--- config.mk ---
export PLATFORM = sky130hd
export DESIGN_NAME = pmm_unit
export DESIGN_NICKNAME = d
export VERILOG_FILES = /design/src/rtl/pmm_pkg.sv /design/src/rtl/pmm_decode.sv /design/src/rtl/pmm_lane_extract.sv /design/src/rtl/pmm_select.sv /design/src/rtl/pmm_post.sv /design/src/rtl/pmm_unit.sv
export SDC_FILE = /design/constraint.sdc
export NUM_CORES = 1
export LEC_CHECK = 0
export ABC_AREA = 1
export BUFFER_PORTS_ARGS = -buffer_cell sky130_fd_sc_hd__buf_4
export CORE_ASPECT_RATIO = 0.9
export CORE_MARGIN = 3
export CORE_UTILIZATION = 45
export CTS_BUF_LIST = sky130_fd_sc_hd__clkbuf_2
export DETAILED_ROUTE_END_ITERATION = 8
export GPL_ROUTABILITY_DRIVEN = 0
export PLACE_DENSITY_LB_ADDON = 0.1
export REMOVE_ABC_BUFFERS = 1
export SYNTH_ARGS = -nofsm -noshare
export SYNTH_HDL_FRONTEND = slang
export SYNTH_SLANG_ARGS = --single-unit
--- constraint.sdc ---
create_clock -name clk -period 9.6 [get_ports clk]
set_clock_uncertainty 0.2 [all_clocks]
set_input_delay 0.96 -clock clk [delete_from_list [all_inputs] [get_ports clk]]
set_output_delay 0.96 -clock clk [all_outputs]
set_load 0.02 [all_outputs]
--- src/rtl/pmm_pkg.sv ---
package pmm_pkg;

    localparam int unsigned INSN_W  = 64;
    localparam int unsigned IMM_W   = 20;
    localparam int unsigned BYTE_W  = 8;

    // instruction field positions (behavioural: decoded by this unit)
    localparam int unsigned A_WID_LO   = 37;
    localparam int unsigned A_LANE_LO  = 36;
    localparam int unsigned B_WID_LO   = 29;
    localparam int unsigned B_LANE_LO  = 28;
    localparam int unsigned IMM_LO     = 16;
    localparam int unsigned A_SIGN_BIT = 48;
    localparam int unsigned B_SIGN_BIT = 49;
    localparam int unsigned B_REG_BIT  = 50;
    localparam int unsigned POST_LO    = 51;
    localparam int unsigned DST_SG_BIT = 54;
    localparam int unsigned SAT_BIT    = 55;
    localparam int unsigned MAX_BIT    = 56;

    typedef enum logic [1:0] {
        LW_BYTE = 2'd0,
        LW_HALF = 2'd1,
        LW_WORD = 2'd2
    } lane_width_e;

    typedef enum logic [2:0] {
        PO_INS_HI16 = 3'd0,
        PO_INS_LO16 = 3'd1,
        PO_INS_B0   = 3'd2,
        PO_INS_B2   = 3'd3,
        PO_ACC      = 3'd4,
        PO_MIN      = 3'd5,
        PO_MAX      = 3'd6,
        PO_PASS     = 3'd7
    } post_op_e;

    typedef enum logic {
        ST_IDLE = 1'b0,
        ST_EMIT = 1'b1
    } out_state_e;

    typedef struct packed {
        lane_width_e width;
        logic [1:0]  lane;
        logic        is_signed;
    } opnd_ctl_t;

    typedef struct packed {
        opnd_ctl_t        a_ctl;
        opnd_ctl_t        b_ctl;
        logic             b_from_reg;
        logic [IMM_W-1:0] imm;
        logic             take_max;
        logic             sat_en;
        logic             dst_signed;
        post_op_e         post;
    } dec_t;

    function automatic lane_width_e width_of(input logic [1:0] code);
        case (code)
            2'd2:    return LW_HALF;
            2'd3:    return LW_WORD;
            default: return LW_BYTE;
        endcase
    endfunction

    function automatic logic [1:0] lane_of(input lane_width_e w, input logic [1:0] raw);
        case (w)
            LW_HALF: return {1'b0, raw[0]};
            LW_WORD: return 2'd0;
            default: return raw;
        endcase
    endfunction

endpackage

--- src/rtl/pmm_decode.sv ---
module pmm_decode
    import pmm_pkg::*;
(
    input  logic [INSN_W-1:0] insn,
    output dec_t              dec
);

    logic        unused_insn_bits;
    lane_width_e a_w;
    lane_width_e b_w;

    assign unused_insn_bits = ^{insn[IMM_LO-1:0], insn[A_SIGN_BIT-1:A_WID_LO+2],
                                insn[INSN_W-1:MAX_BIT+1]};

    always_comb begin
        a_w = width_of(insn[A_WID_LO +: 2]);
        b_w = width_of(insn[B_WID_LO +: 2]);

        dec.a_ctl.width     = a_w;
        dec.a_ctl.lane      = lane_of(a_w, insn[A_LANE_LO +: 2]);
        dec.a_ctl.is_signed = insn[A_SIGN_BIT];

        dec.b_from_reg = insn[B_REG_BIT];
        if (insn[B_REG_BIT]) begin
            dec.b_ctl.width = b_w;
            dec.b_ctl.lane  = lane_of(b_w, insn[B_LANE_LO +: 2]);
        end else begin
            dec.b_ctl.width = LW_HALF;
            dec.b_ctl.lane  = 2'd0;
        end
        dec.b_ctl.is_signed = insn[B_SIGN_BIT];

        dec.imm        = insn[IMM_LO +: IMM_W];
        dec.take_max   = insn[MAX_BIT];
        dec.sat_en     = insn[SAT_BIT];
        dec.dst_signed = insn[DST_SG_BIT];
        dec.post       = post_op_e'(insn[POST_LO +: 3]);
    end

endmodule

--- src/rtl/pmm_lane_extract.sv ---
module pmm_lane_extract
    import pmm_pkg::*;
#(
    parameter int unsigned DATA_W = 32
) (
    input  logic [DATA_W-1:0] word,
    input  opnd_ctl_t         ctl,
    output logic [DATA_W-1:0] ext
);

    localparam int unsigned HALF_W = DATA_W / 2;

    logic [BYTE_W-1:0] byte_v;
    logic [HALF_W-1:0] half_v;

    always_comb begin
        byte_v = word[BYTE_W*int'(ctl.lane) +: BYTE_W];
        half_v = word[HALF_W*int'(ctl.lane[0]) +: HALF_W];
        case (ctl.width)
            LW_BYTE: ext = {{(DATA_W-BYTE_W){ctl.is_signed & byte_v[BYTE_W-1]}}, byte_v};
            LW_HALF: ext = {{(DATA_W-HALF_W){ctl.is_signed & half_v[HALF_W-1]}}, half_v};
            default: ext = word;
        endcase
    end

    always_comb begin
        if (ctl.width == LW_BYTE && !ctl.is_signed) begin
            assert_byte_zero_ext_R2: assert (ext[DATA_W-1:BYTE_W] == '0);
        end
    end

endmodule

--- src/rtl/pmm_select.sv ---
module pmm_select #(
    parameter int unsigned DATA_W = 32
) (
    input  logic [DATA_W-1:0] a_val,
    input  logic              a_sgn,
    input  logic [DATA_W-1:0] b_val,
    input  logic              b_sgn,
    input  logic              take_max,
    input  logic              sat_en,
    input  logic              dst_signed,
    output logic [DATA_W-1:0] res
);

    localparam logic [DATA_W-1:0] POS_LIMIT = {1'b0, {(DATA_W-1){1'b1}}};

    logic [DATA_W:0]   a_w;
    logic [DATA_W:0]   b_w;
    logic              a_lt_b;
    logic [DATA_W-1:0] pick;
    logic              res_signed;

    always_comb begin
        a_w        = {a_sgn & a_val[DATA_W-1], a_val};
        b_w        = {b_sgn & b_val[DATA_W-1], b_val};
        a_lt_b     = $signed(a_w) < $signed(b_w);
        if (take_max) pick = a_lt_b ? b_val : a_val;
        else          pick = a_lt_b ? a_val : b_val;
        res_signed = (a_sgn == b_sgn) ? a_sgn : !take_max;

        res = pick;
        if (sat_en && dst_signed && !res_signed && pick[DATA_W-1]) res = POS_LIMIT;
        if (sat_en && !dst_signed && res_signed && pick[DATA_W-1]) res = '0;
    end

    always_comb begin
        if (take_max && !a_sgn && !b_sgn && !sat_en) begin
            assert_umax_bound_R5: assert (res >= a_val && res >= b_val);
        end
        if (sat_en && dst_signed && !res_signed) begin
            assert_sat_to_signed_R7: assert (!res[DATA_W-1]);
        end
        if (sat_en && !dst_signed && res_signed) begin
            assert_sat_to_unsigned_R7: assert (!res[DATA_W-1]);
        end
    end

endmodule

--- src/rtl/pmm_post.sv ---
module pmm_post
    import pmm_pkg::*;
#(
    parameter int unsigned DATA_W = 32
) (
    input  logic [DATA_W-1:0] res,
    input  logic [DATA_W-1:0] c_val,
    input  post_op_e          post,
    input  logic              dst_signed,
    output logic [DATA_W-1:0] out
);

    localparam int unsigned HALF_W = DATA_W / 2;

    logic [DATA_W:0] r_w;
    logic [DATA_W:0] c_w;
    logic            r_lt_c;

    always_comb begin
        r_w    = {dst_signed & res[DATA_W-1], res};
        c_w    = {dst_signed & c_val[DATA_W-1], c_val};
        r_lt_c = $signed(r_w) < $signed(c_w);
        unique case (post)
            PO_INS_HI16: out = {res[HALF_W-1:0], c_val[HALF_W-1:0]};
            PO_INS_LO16: out = {c_val[DATA_W-1:HALF_W], res[HALF_W-1:0]};
            PO_INS_B0:   out = {c_val[DATA_W-1:BYTE_W], res[BYTE_W-1:0]};
            PO_INS_B2:   out = {c_val[DATA_W-1:HALF_W+BYTE_W], res[BYTE_W-1:0],
                                c_val[HALF_W-1:0]};
            PO_ACC:      out = res + c_val;
            PO_MIN:      out = r_lt_c ? res : c_val;
            PO_MAX:      out = r_lt_c ? c_val : res;
            PO_PASS:     out = res;
        endcase
    end

    always_comb begin
        if (post == PO_MIN && !dst_signed) begin
            assert_post_umin_bound_R10: assert (out <= res && out <= c_val);
        end
        if (post == PO_MAX && !dst_signed) begin
            assert_post_umax_bound_R10: assert (out >= res && out >= c_val);
        end
    end

endmodule

--- src/rtl/pmm_unit.sv ---
module pmm_unit
    import pmm_pkg::*;
#(
    parameter int unsigned DATA_W = 32
) (
    input  logic                 clk,
    input  logic                 rst,
    input  logic                 in_valid,
    input  logic [INSN_W-1:0]    insn,
    input  logic [DATA_W-1:0]    src_a,
    input  logic [DATA_W-1:0]    src_b,
    input  logic [DATA_W-1:0]    src_c,
    output logic                 out_valid,
    output logic [DATA_W-1:0]    out_data
);

    localparam int unsigned N_OPND = 2;

    dec_t              dec;
    logic [DATA_W-1:0] opnd_word [N_OPND];
    opnd_ctl_t         opnd_ctl  [N_OPND];
    logic [DATA_W-1:0] opnd_ext  [N_OPND];
    logic [DATA_W-1:0] imm_ext;
    logic [DATA_W-1:0] b_val;
    logic [DATA_W-1:0] mm_res;
    logic [DATA_W-1:0] post_out;
    out_state_e        state_q;
    out_state_e        state_d;
    logic [DATA_W-1:0] data_q;

    pmm_decode u_decode (
        .insn (insn),
        .dec  (dec)
    );

    assign opnd_word[0] = src_a;
    assign opnd_word[1] = src_b;
    assign opnd_ctl[0]  = dec.a_ctl;
    assign opnd_ctl[1]  = dec.b_ctl;

    for (genvar gi = 0; gi < N_OPND; gi++) begin : g_lane
        pmm_lane_extract #(.DATA_W(DATA_W)) u_extract (
            .word (opnd_word[gi]),
            .ctl  (opnd_ctl[gi]),
            .ext  (opnd_ext[gi])
        );
    end

    always_comb begin
        if (dec.b_ctl.is_signed)
            imm_ext = {{(DATA_W-IMM_W){dec.imm[IMM_W-1]}}, dec.imm};
        else
            imm_ext = {{(DATA_W-IMM_W){1'b0}}, dec.imm};
        b_val = dec.b_from_reg ? opnd_ext[1] : imm_ext;
    end

    pmm_select #(.DATA_W(DATA_W)) u_select (
        .a_val      (opnd_ext[0]),
        .a_sgn      (dec.a_ctl.is_signed),
        .b_val      (b_val),
        .b_sgn      (dec.b_ctl.is_signed),
        .take_max   (dec.take_max),
        .sat_en     (dec.sat_en),
        .dst_signed (dec.dst_signed),
        .res        (mm_res)
    );

    pmm_post #(.DATA_W(DATA_W)) u_post (
        .res        (mm_res),
        .c_val      (src_c),
        .post       (dec.post),
        .dst_signed (dec.dst_signed),
        .out        (post_out)
    );

    // next-state: strobe drives IDLE->EMIT and EMIT->EMIT, absence drives ->IDLE
    always_comb begin
        unique case (state_q)
            ST_IDLE: state_d = in_valid ? ST_EMIT : ST_IDLE;
            ST_EMIT: state_d = in_valid ? ST_EMIT : ST_IDLE;
        endcase
    end

    always_ff @(posedge clk) begin
        if (rst) state_q <= ST_IDLE;
        else     state_q <= state_d;
    end

    always_ff @(posedge clk) begin
        if (rst)           data_q <= '0;
        else if (in_valid) data_q <= post_out;
    end

    assign out_valid = (state_q == ST_EMIT);
    assign out_data  = data_q;

    assert_valid_follows_R12: assert property (@(posedge clk) disable iff (rst)
        in_valid |=> out_valid);

    assert_no_spurious_valid_R12: assert property (@(posedge clk) disable iff (rst)
        !in_valid |=> !out_valid);

    assert_hold_without_strobe_R13: assert property (@(posedge clk) disable iff (rst)
        !in_valid |=> $stable(out_data));

    assert_result_captured_R12: assert property (@(posedge clk) disable iff (rst)
        in_valid |=> (out_data == $past(post_out)));

endmodule

Yosys cells after proc, flatten, opt, wreduce, memory -nomap -nowiden
Cells that the tools add are included.
Storage, ports and cells
  output and inout port bits: 33
  input port bits: 163
  flip-flop bits (word level): 33
  logic and storage cells: 65
Operators by class
  $lt $le $gt $ge: 2
  bitwise operators: 8
  muxes and demuxes: 19
  add/subtract/negate cells: 1
  shift operators: 4
  eq/ne operators: 17
  reductions and logical operators: 12
Operator list (number)
  32-bit two-way mux: 9
  32-bit one-hot mux with 8 select lines: 1
  32-bit one-hot mux with 2 select lines: 2
  33-bit less-than comparator: 2
  32-bit by 6-bit indexed part select with 16-bit output: 2
  32-bit by 6-bit indexed part select with 8-bit output: 2
  32-bit adder: 1
  2-bit one-hot mux with 2 select lines: 4
  2-bit == test, second input constant: 6
  3-bit == test, second input constant: 4
  1-bit bitwise AND: 8
  2-bit by 1-bit == test with 1-bit output, second input constant: 3
  3-bit by 2-bit == test with 1-bit output, second input constant: 2
  1-bit logical AND: 6
  2-bit logical NOT: 2
  4-bit two-way mux: 1
  3-bit by 1-bit == test with 1-bit output, second input constant: 1
  1-bit logical NOT: 3
  3-bit logical NOT: 1
  1-bit two-way mux: 2
  1-bit == test: 1

Depth between registers and ports, before layout
Gate-level depths: netlist (run 1).
  depth after elaboration: 20
  mapped depth: 53
  gate-level depth less buffers: 50

Modules after synthesis
From an unflattened synthesis (run 1), not the netlist that was laid out.
Second synthesis, totals
  cell total of the unflattened synthesis: 2063
  area, all modules: 10662.7 um^2
Modules (own cells, without submodules)
  pmm_post: sequential area each 0.0 um^2, times used 1, cells an instance 968, area each 4919.7 um^2
  pmm_select: sequential area each 0.0 um^2, times used 1, cells an instance 382, area each 1978.1 um^2
  pmm_lane_extract: sequential area each 0.0 um^2, times used 2, cells an instance 183, area each 879.6 um^2
  pmm_unit: sequential area each 660.6 um^2, times used 1, cells an instance 299, area each 1716.6 um^2
  pmm_decode: sequential area each 0.0 um^2, times used 1, cells an instance 48, area each 289.0 um^2

Worst setup path after synthesis (run 1)
Ideal clock, no wire load.
  path kind: in2reg
  start: input port insn[37]
  end: register data_q[27] (netlist: out_data[27])
  required time: 9.330 ns
  buffers on the path: 5
  setup time: 0.070 ns
  path slack: 2.643 ns
  data arrival time: 6.687 ns
  stages: 48
  cell sequence: nand2_1 clkbuf_1 clkbuf_1 ha_1 nand2_2 nand2_2 inv_2 nand2_1 nand2_1 nand2_1 nand3_1 nand2_1 nand3_2 inv_2 nor2_2 nor2_1 ha_1 nand2_1 (+12 left out) nand2_1 inv_1 ha_1 inv_1 nor3_1 nand2_1 nor2_1 nand4_1 nand3_1 nand2_1 nand2_1 nand2_1 a21oi_2 buf_2 nand3_1 nand3_1 nand2_1 a21oi_1
Between the ends
  cells in the longest elaborated chain, start to end: 18
  elaborated cells on any way between the ends: 27
  those cells by class: add/sub (1); order compare (2); eq/ne (4); shift (2); mux (11); bitwise (4); reduce/logical (3)
RTL lines
  start: declaration: line pmm_unit.sv:9  | input logic [INSN_W-1:0] insn,
  2-bit == test: line pmm_pkg.sv:61  | case (code)
  2-bit one-hot mux with 2 select lines: line pmm_pkg.sv:61
  2-bit == test or 2-bit by 1-bit == test with 1-bit output (tied branches): line pmm_pkg.sv:69, pmm_lane_extract.sv:19
  2-bit one-hot mux with 2 select lines: line pmm_pkg.sv:69  | case (w)
  32-bit by 6-bit indexed part select with 16-bit output or 32-bit by 6-bit indexed part select with 8-bit output (tied branches): line pmm_lane_extract.sv:18, pmm_lane_extract.sv:17
  1-bit bitwise AND, on equally long branches: line pmm_lane_extract.sv:21, pmm_lane_extract.sv:20
  32-bit one-hot mux with 2 select lines (*): line pmm_lane_extract.sv:19  | case (ctl.width)
  1-bit bitwise AND: line pmm_select.sv:23  | a_w = {a_sgn & a_val[DATA_W-1], a_val};
  (+2 left out)
  32-bit two-way mux (*): line pmm_select.sv:26  | if (take_max) pick = a_lt_b ? b_val : a_val;
  1-bit logical AND: line pmm_select.sv:31  | if (sat_en && dst_signed && !res_signed && pick[DATA_W-1]) res = POS_LIMIT;
  32-bit two-way mux: line pmm_select.sv:31
  32-bit two-way mux (*): line pmm_select.sv:32  | if (sat_en && !dst_signed && res_signed && pick[DATA_W-1]) res = '0;
  1-bit bitwise AND: line pmm_post.sv:20  | r_w = {dst_signed & res[DATA_W-1], res};
  33-bit less-than comparator: line pmm_post.sv:22  | r_lt_c = $signed(r_w) < $signed(c_w);
  32-bit two-way mux, on equally long branches: line pmm_post.sv:31, pmm_post.sv:30
  32-bit one-hot mux with 8 select lines (*): line pmm_post.sv:23  | unique case (post)
  end signal: assignment: line pmm_unit.sv:91  | else if (in_valid) data_q <= post_out;
  end: declaration: line pmm_unit.sv:29  | logic [DATA_W-1:0] data_q;
Every way passes the cells marked *; elsewhere a longest branch is shown, timed or not.
A chain may end at the register's enable or synchronous reset.

Worst setup path in the final report (run 1)
  start: input port insn[37]
  end: register data_q[16] (netlist: out_data[16])
Same word-level chain as after synthesis.

==> flow_summary.yaml, run 1 <==
drt:
  drt_wl_total_microns: 30200
  antenna_left: 0
  drc_errors: 0
  vias: 10326
  first_iter_violations: 1161
  vias_per_cell: 5.54
  routedWlPerCell_microns: 16.2
  first_pass_iters: 5
yosys:
  yosysTopAreaCell: "nand2_1"
  synth.area.top_cells: "nand2_1 (16%), ha_1 (15%), inv_1 (10%)"
  synth_compound_area_frac: 0.276
  synth_commonest_cells: "nand2_1 (343), inv_1 (223), nor2_1 (189)"
  synth-xor-area-share: 0.00215
  synthSimpleGateAreaFrac: 0.345
  ys_async_sr_fraction: 0
  synth_edf_count: 0
  synthMuxAreaShare: 0.00491
  synth_top_family_by_area: "simple AND/OR/NAND/NOR gates"
  syn_area_sq_um: 8160
  synth_top_area_frac: 0.158
  ys_warn_count: 0
  syn_area_per_cell_sq_um: 5.45
  netlist_instances: 1497
  synth_fa_ha_area_frac: 0.151
  synth.distinct_cells: 51
  synth_ff_type: "dfxtp_1"
  seq_area_frac_synth: 0.0809
  synth_seq_cells: 33
  synth_most_common_cell: "nand2_1"
critical_path:
  cp_max_fo: 31
  slowest_delay_ps: 510
  critPathArrivalTime_ps: 8450
  cp-end-kind: "flop"
  crit_top_cell: "nand2_1"
  cp_num_buf_inv: 6
  startpoint_type: "primary input"
  crit_family: "simple AND/OR/NAND/NOR gates"
  cp_slowest_cell: "a22oi_1"
  cp.required_ps: 9700
  timing_worst_setup_path_type: "in2reg"
power_and_ir_drop:
  cellPowerDensity_nw_per_um2: 164
  peakVddDrop_v: 0.000139
  leakage_uw: 0.00532
floorplan:
  start_util: 0.460
  core_area_sq_um: 17700
  die-width_microns: 148
  num_rows: 46
  die_h_microns: 134
  die_area_sq_um: 19800
  num_io_pins: 196
global_route:
  antenna_found_initial: 0
  grt_max_degree: 45
  grt_overflow: 0
  grt_use_total: 0.290
  first_global_vias: 9096
  grt_pass1_wl_microns: 46800
clock_network:
  postCtsSetupBuffers: 0
  numCtsBuffers: 5
  cts_sinks: 33
  clockRootBuffer: "clkbuf_2"
  tritoncts: "built"
  ctsHtreeMaxLevel: 2
  insertion_delay_ps: 370
  clk_pin_slew_ps: 190
  cts_buffer_depth: 2
  cts_hold_buf: 0
  ctsResizeCount: 0
flow_run:
  drv_cap: 0
cells_and_area:
  nets: 1885
  syn_to_final_growth_pct: 17.3
  final.fill_count: 1988
  post-route-util: 0.540
  design_area_sq_um: 9570
  n_antenna_cell: 0
  drive_gt1_frac: 0.134
sta:
  tns_ps: 0
  relSlewSlack: 0.397
  layout_min_cycle_time_ps: 8350
  fmax_mhz: 120
  hold_slack_ps: 291
  post-route-period-util: 0.869
  finalSetupViolCount: 0
  slew_violations: 0
  worst_slew_pin_slew_ps: 899
  finalHoldViolations: 0
  grt_setup_unrepaired: "no"
placement:
  dpl-instance-area_sq_um: 9480
  hpwl_microns: 24600
  io_buffers: 163
status:
  status: "finished, final reports clean"
hold_path:
  hp-class: "reg2reg"
## layout make-up
cell class | count | area [sq um] | share of cell area
Clock buffer | 5 | 25.0 | 0.00261
Clock inverter | 3 | 65.1 | 0.00680
Inverter | 234 | 878 | 0.0918
Multi-Input combinational cell | 1180 | 6360 | 0.665
Sequential cell | 33 | 661 | 0.0690
Tap cell | 240 | 300 | 0.0314
Timing Repair Buffer | 170 | 1280 | 0.133
## sequential cells by signal (all words and copies together), names as in the netlist
signal,flops
out_data,32
out_valid,1
## path summary, 6_finish.rpt
check | slack [ps] | from | end | cells after the start
hold / removal | 290 | out_data[29]$_SDFFE_PP0P_ | out_data[29]$_SDFFE_PP0P_ | 2
setup / recovery | 1250 | insn[37] | out_data[16]$_SDFFE_PP0P_ | 41
setup reg to reg | 8710 | out_data[1]$_SDFFE_PP0P_ | out_data[1]$_SDFFE_PP0P_ | 4
hold reg to reg | 290 | out_data[29]$_SDFFE_PP0P_ | out_data[29]$_SDFFE_PP0P_ | 2
## cell usage in the layout, fill, tap and decap left out, drive strengths merged, types with 5 or more instances in the layout
cell and n:
a21oi 151, a22oi 11, a31oi 16, buf 170, clkbuf 5, dfxtp 33, ha 97, inv 231
nand2 353, nand3 84, nand4 12, nor2 193, nor3 17, o211ai 35, o21ai 157, o21bai 5
or2 9
## worst min-delay path: cells and delay by family (launching register included)
kind	cells	cell delay (ps)
AO/OA/AOI/OAI	1	60
flip-flops	1	350
AND/OR/NAND/NOR	1	60
## per-stage QoR
stage	setup slack (ps)	instances	power (uW)
2_1_floorplan	1860	1447	1020
3_3_place_gp	1250	1857	1400
3_5_place_dp	1150	1857	1410
4_1_cts	1530	1865	1540
5_1_grt	658	1865	1740
6_report	1250	1865	1570
## power breakdown
group / total, uW / switching, uW / internal [uW] / leakage (uW)
clock network: 121 / 51.6 / 69.8 / 0.0000529
logic: 1280 / 859 / 424 / 0.00499
registers: 165 / 10.6 / 155 / 0.000273
total: 1570 / 921 / 649 / 0.00532
## per-layer routing
metal	track usage	routed length [microns]	share of wire
met3	0.0350	2750	0.091
met2	0.423	12200	0.41
met5	0	0	0
met1	0.465	15000	0.50
met4	0.0328	240	0.0079
## cells by family (layout without fill, tap and decap cells)
logic type / after synthesis / after routing
and+or+nand+nor: 673 / 673
AOI/OAI and AO/OA: 403 / 403
buffers and inverters: 284 / 412
adders and majority gates: 98 / 98
DFF: 33 / 33
muxes: 4 / 4
xor gates and xnor gates: 2 / 2
Note: power is estimated with default switching activity, not from simulation.
==> inputs of run 2 (changes only) <==
--- a/config.mk
+++ b/config.mk
@@ -7,7 +7,6 @@
 export LEC_CHECK = 0
 export ABC_AREA = 1
 export BUFFER_PORTS_ARGS = -buffer_cell sky130_fd_sc_hd__buf_4
-export CORE_ASPECT_RATIO = 0.9
 export CORE_MARGIN = 3
 export CORE_UTILIZATION = 45
 export CTS_BUF_LIST = sky130_fd_sc_hd__clkbuf_2
==> constraint.sdc (replaced) <==
create_clock -name clk -period 10.65 [get_ports clk]
set_clock_uncertainty 0.2 [all_clocks]
set_input_delay 1.065 -clock clk [delete_from_list [all_inputs] [get_ports clk]]
set_output_delay 1.065 -clock clk [all_outputs]
set_load 0.02 [all_outputs]
==> flow_summary.yaml, run 2 (synthesized netlist as in run 1, its figures left out) <==
critical_path:
  crit_top_cell: "nand2_1"
  critPathArrivalTime_ps: 9060
  timing_worst_setup_path_type: "in2reg"
  slowest_delay_ps: 500
  cp_slowest_cell: "a22oi_1"
  cp_max_fo: 55
  cp-end-kind: "flop"
  cp.required_ps: 10760
  startpoint_type: "primary input"
power_and_ir_drop:
  seqPwrFrac: 0.110
  leakage_uw: 0.00528
  power_frac_comb: 0.842
  peakVddDrop_v: 0.0000683
  p_switching_uw: 819
  cellPowerDensity_nw_per_um2: 143
  swShare: 0.605
  pwr-share-clk: 0.049
  internal-power_uw: 535
cells_and_area:
  largest_register_ffs: 32
  n_antenna_cell: 0
  drive_gt1_frac: 0.133
  syn_to_final_growth_pct: 16.2
  nets: 1882
  design_area_sq_um: 9480
  final_common_cell: "nand2_1"
  final_cell_mix: "nand2_1 (343), inv_1 (223), nor2_1 (189)"
clock_network:
  clockRootBuffer: "clkbuf_2"
  cts_hold_buf: 0
  ctsResizeCount: 0
  clk_pin_slew_ps: 200
  ctsHtreeMaxLevel: 2
  numCtsBuffers: 5
  postCtsSetupBuffers: 0
  cts_sinks: 33
  insertion_delay_ps: 370
  tritoncts: "built"
  cts_buffer_depth: 2
floorplan:
  die_area_sq_um: 19800
  start_util: 0.465
  die_h_microns: 141
  die-width_microns: 141
  core_area_sq_um: 17500
  num_io_pins: 196
  num_rows: 48
sta:
  grt_setup_unrepaired: "no"
  relSlewSlack: 0.408
  finalSetupViolCount: 0
  finalHoldViolations: 0
  layout_min_cycle_time_ps: 8950
  fmax_mhz: 112
  worst_slew_pin_slew_ps: 882
  slew_violations: 0
  tns_ps: 0
  post-route-period-util: 0.841
drt:
  first_pass_iters: 6
  vias: 10238
  drc_errors: 0
  first_iter_violations: 790
  vias_per_cell: 5.54
  routedWlPerCell_microns: 15.9
  drt_wl_total_microns: 29300
  antenna_left: 0
hold_path:
  hp-class: "reg2reg"
placement:
  dpl-instance-area_sq_um: 9440
  io_buffers: 163
  hpwl_microns: 24200
status:
  status: "finished, final reports clean"
flow_run:
  drv_cap: 0
global_route:
  grt_pass1_wl_microns: 45900
  first_global_vias: 9283
  antenna_found_initial: 0
  grt_overflow: 0
  grt_max_degree: 56
  grt_use_total: 0.282
[run 2: area by class of cell]
cell class / instances / area [sq um]
Clock inverter: 3 / 17.5
Clock buffer: 5 / 25.0
Sequential cell: 33 / 661
Timing Repair Buffer: 167 / 1250
Tap cell: 225 / 282
Multi-Input combinational cell: 1180 / 6360
Inverter: 234 / 878
Fill cell: 1944 / 8060
[run 2: through the flow]
stage,worst slack (ps),instances,power [uW],hold WS (ps),utilization
2_1_floorplan,2800,1447,923,339,-
3_3_place_gp,1580,1839,1250,258,0.538
3_5_place_dp,1470,1839,1260,260,0.538
4_1_cts,1900,1847,1340,285,0.541
5_1_grt,746,1847,1510,298,0.541
6_report,1700,1847,1350,281,0.541
[run 2: final timing paths]
check	depth (start not counted)	start	slack, ps	end
max	43	insn[38]	1700	out_data[16]$_SDFFE_PP0P_
min reg2reg	2	out_data[26]$_SDFFE_PP0P_	280	out_data[26]$_SDFFE_PP0P_
max reg2reg	2	out_data[30]$_SDFFE_PP0P_	9750	out_data[30]$_SDFFE_PP0P_
min	2	out_data[26]$_SDFFE_PP0P_	280	out_data[26]$_SDFFE_PP0P_
[run 2: metal layers]
layer  GRT usage  share of wire  wire (microns)  vias to the layer above
met5           0              0               0                        -
met4       0.131          0.055            1620                        0
met3      0.0244          0.069            2010                       76
met2       0.478           0.45           13300                      480
met1       0.361           0.42           12400                     4494
li1            -              -               -                     5188
[run 2: worst max-delay path, delay by kind of cell]
kind / cells / cell delay (ps)
AND/OR/NAND/NOR: 26 / 3910
AO/OA/AOI/OAI: 9 / 1780
buffers and inverters: 5 / 1040
adder cells (fa/ha/maj): 3 / 1190
[run 2: power groups by stage]
stage	sequential (uW)	combinational, uW	clock [uW]
2_1_floorplan	169	755	0
3_3_place_gp	151	1100	0
3_5_place_dp	151	1110	0
4_1_cts	149	1120	68.0
5_1_grt	150	1290	71.3
6_report	148	1140	65.9
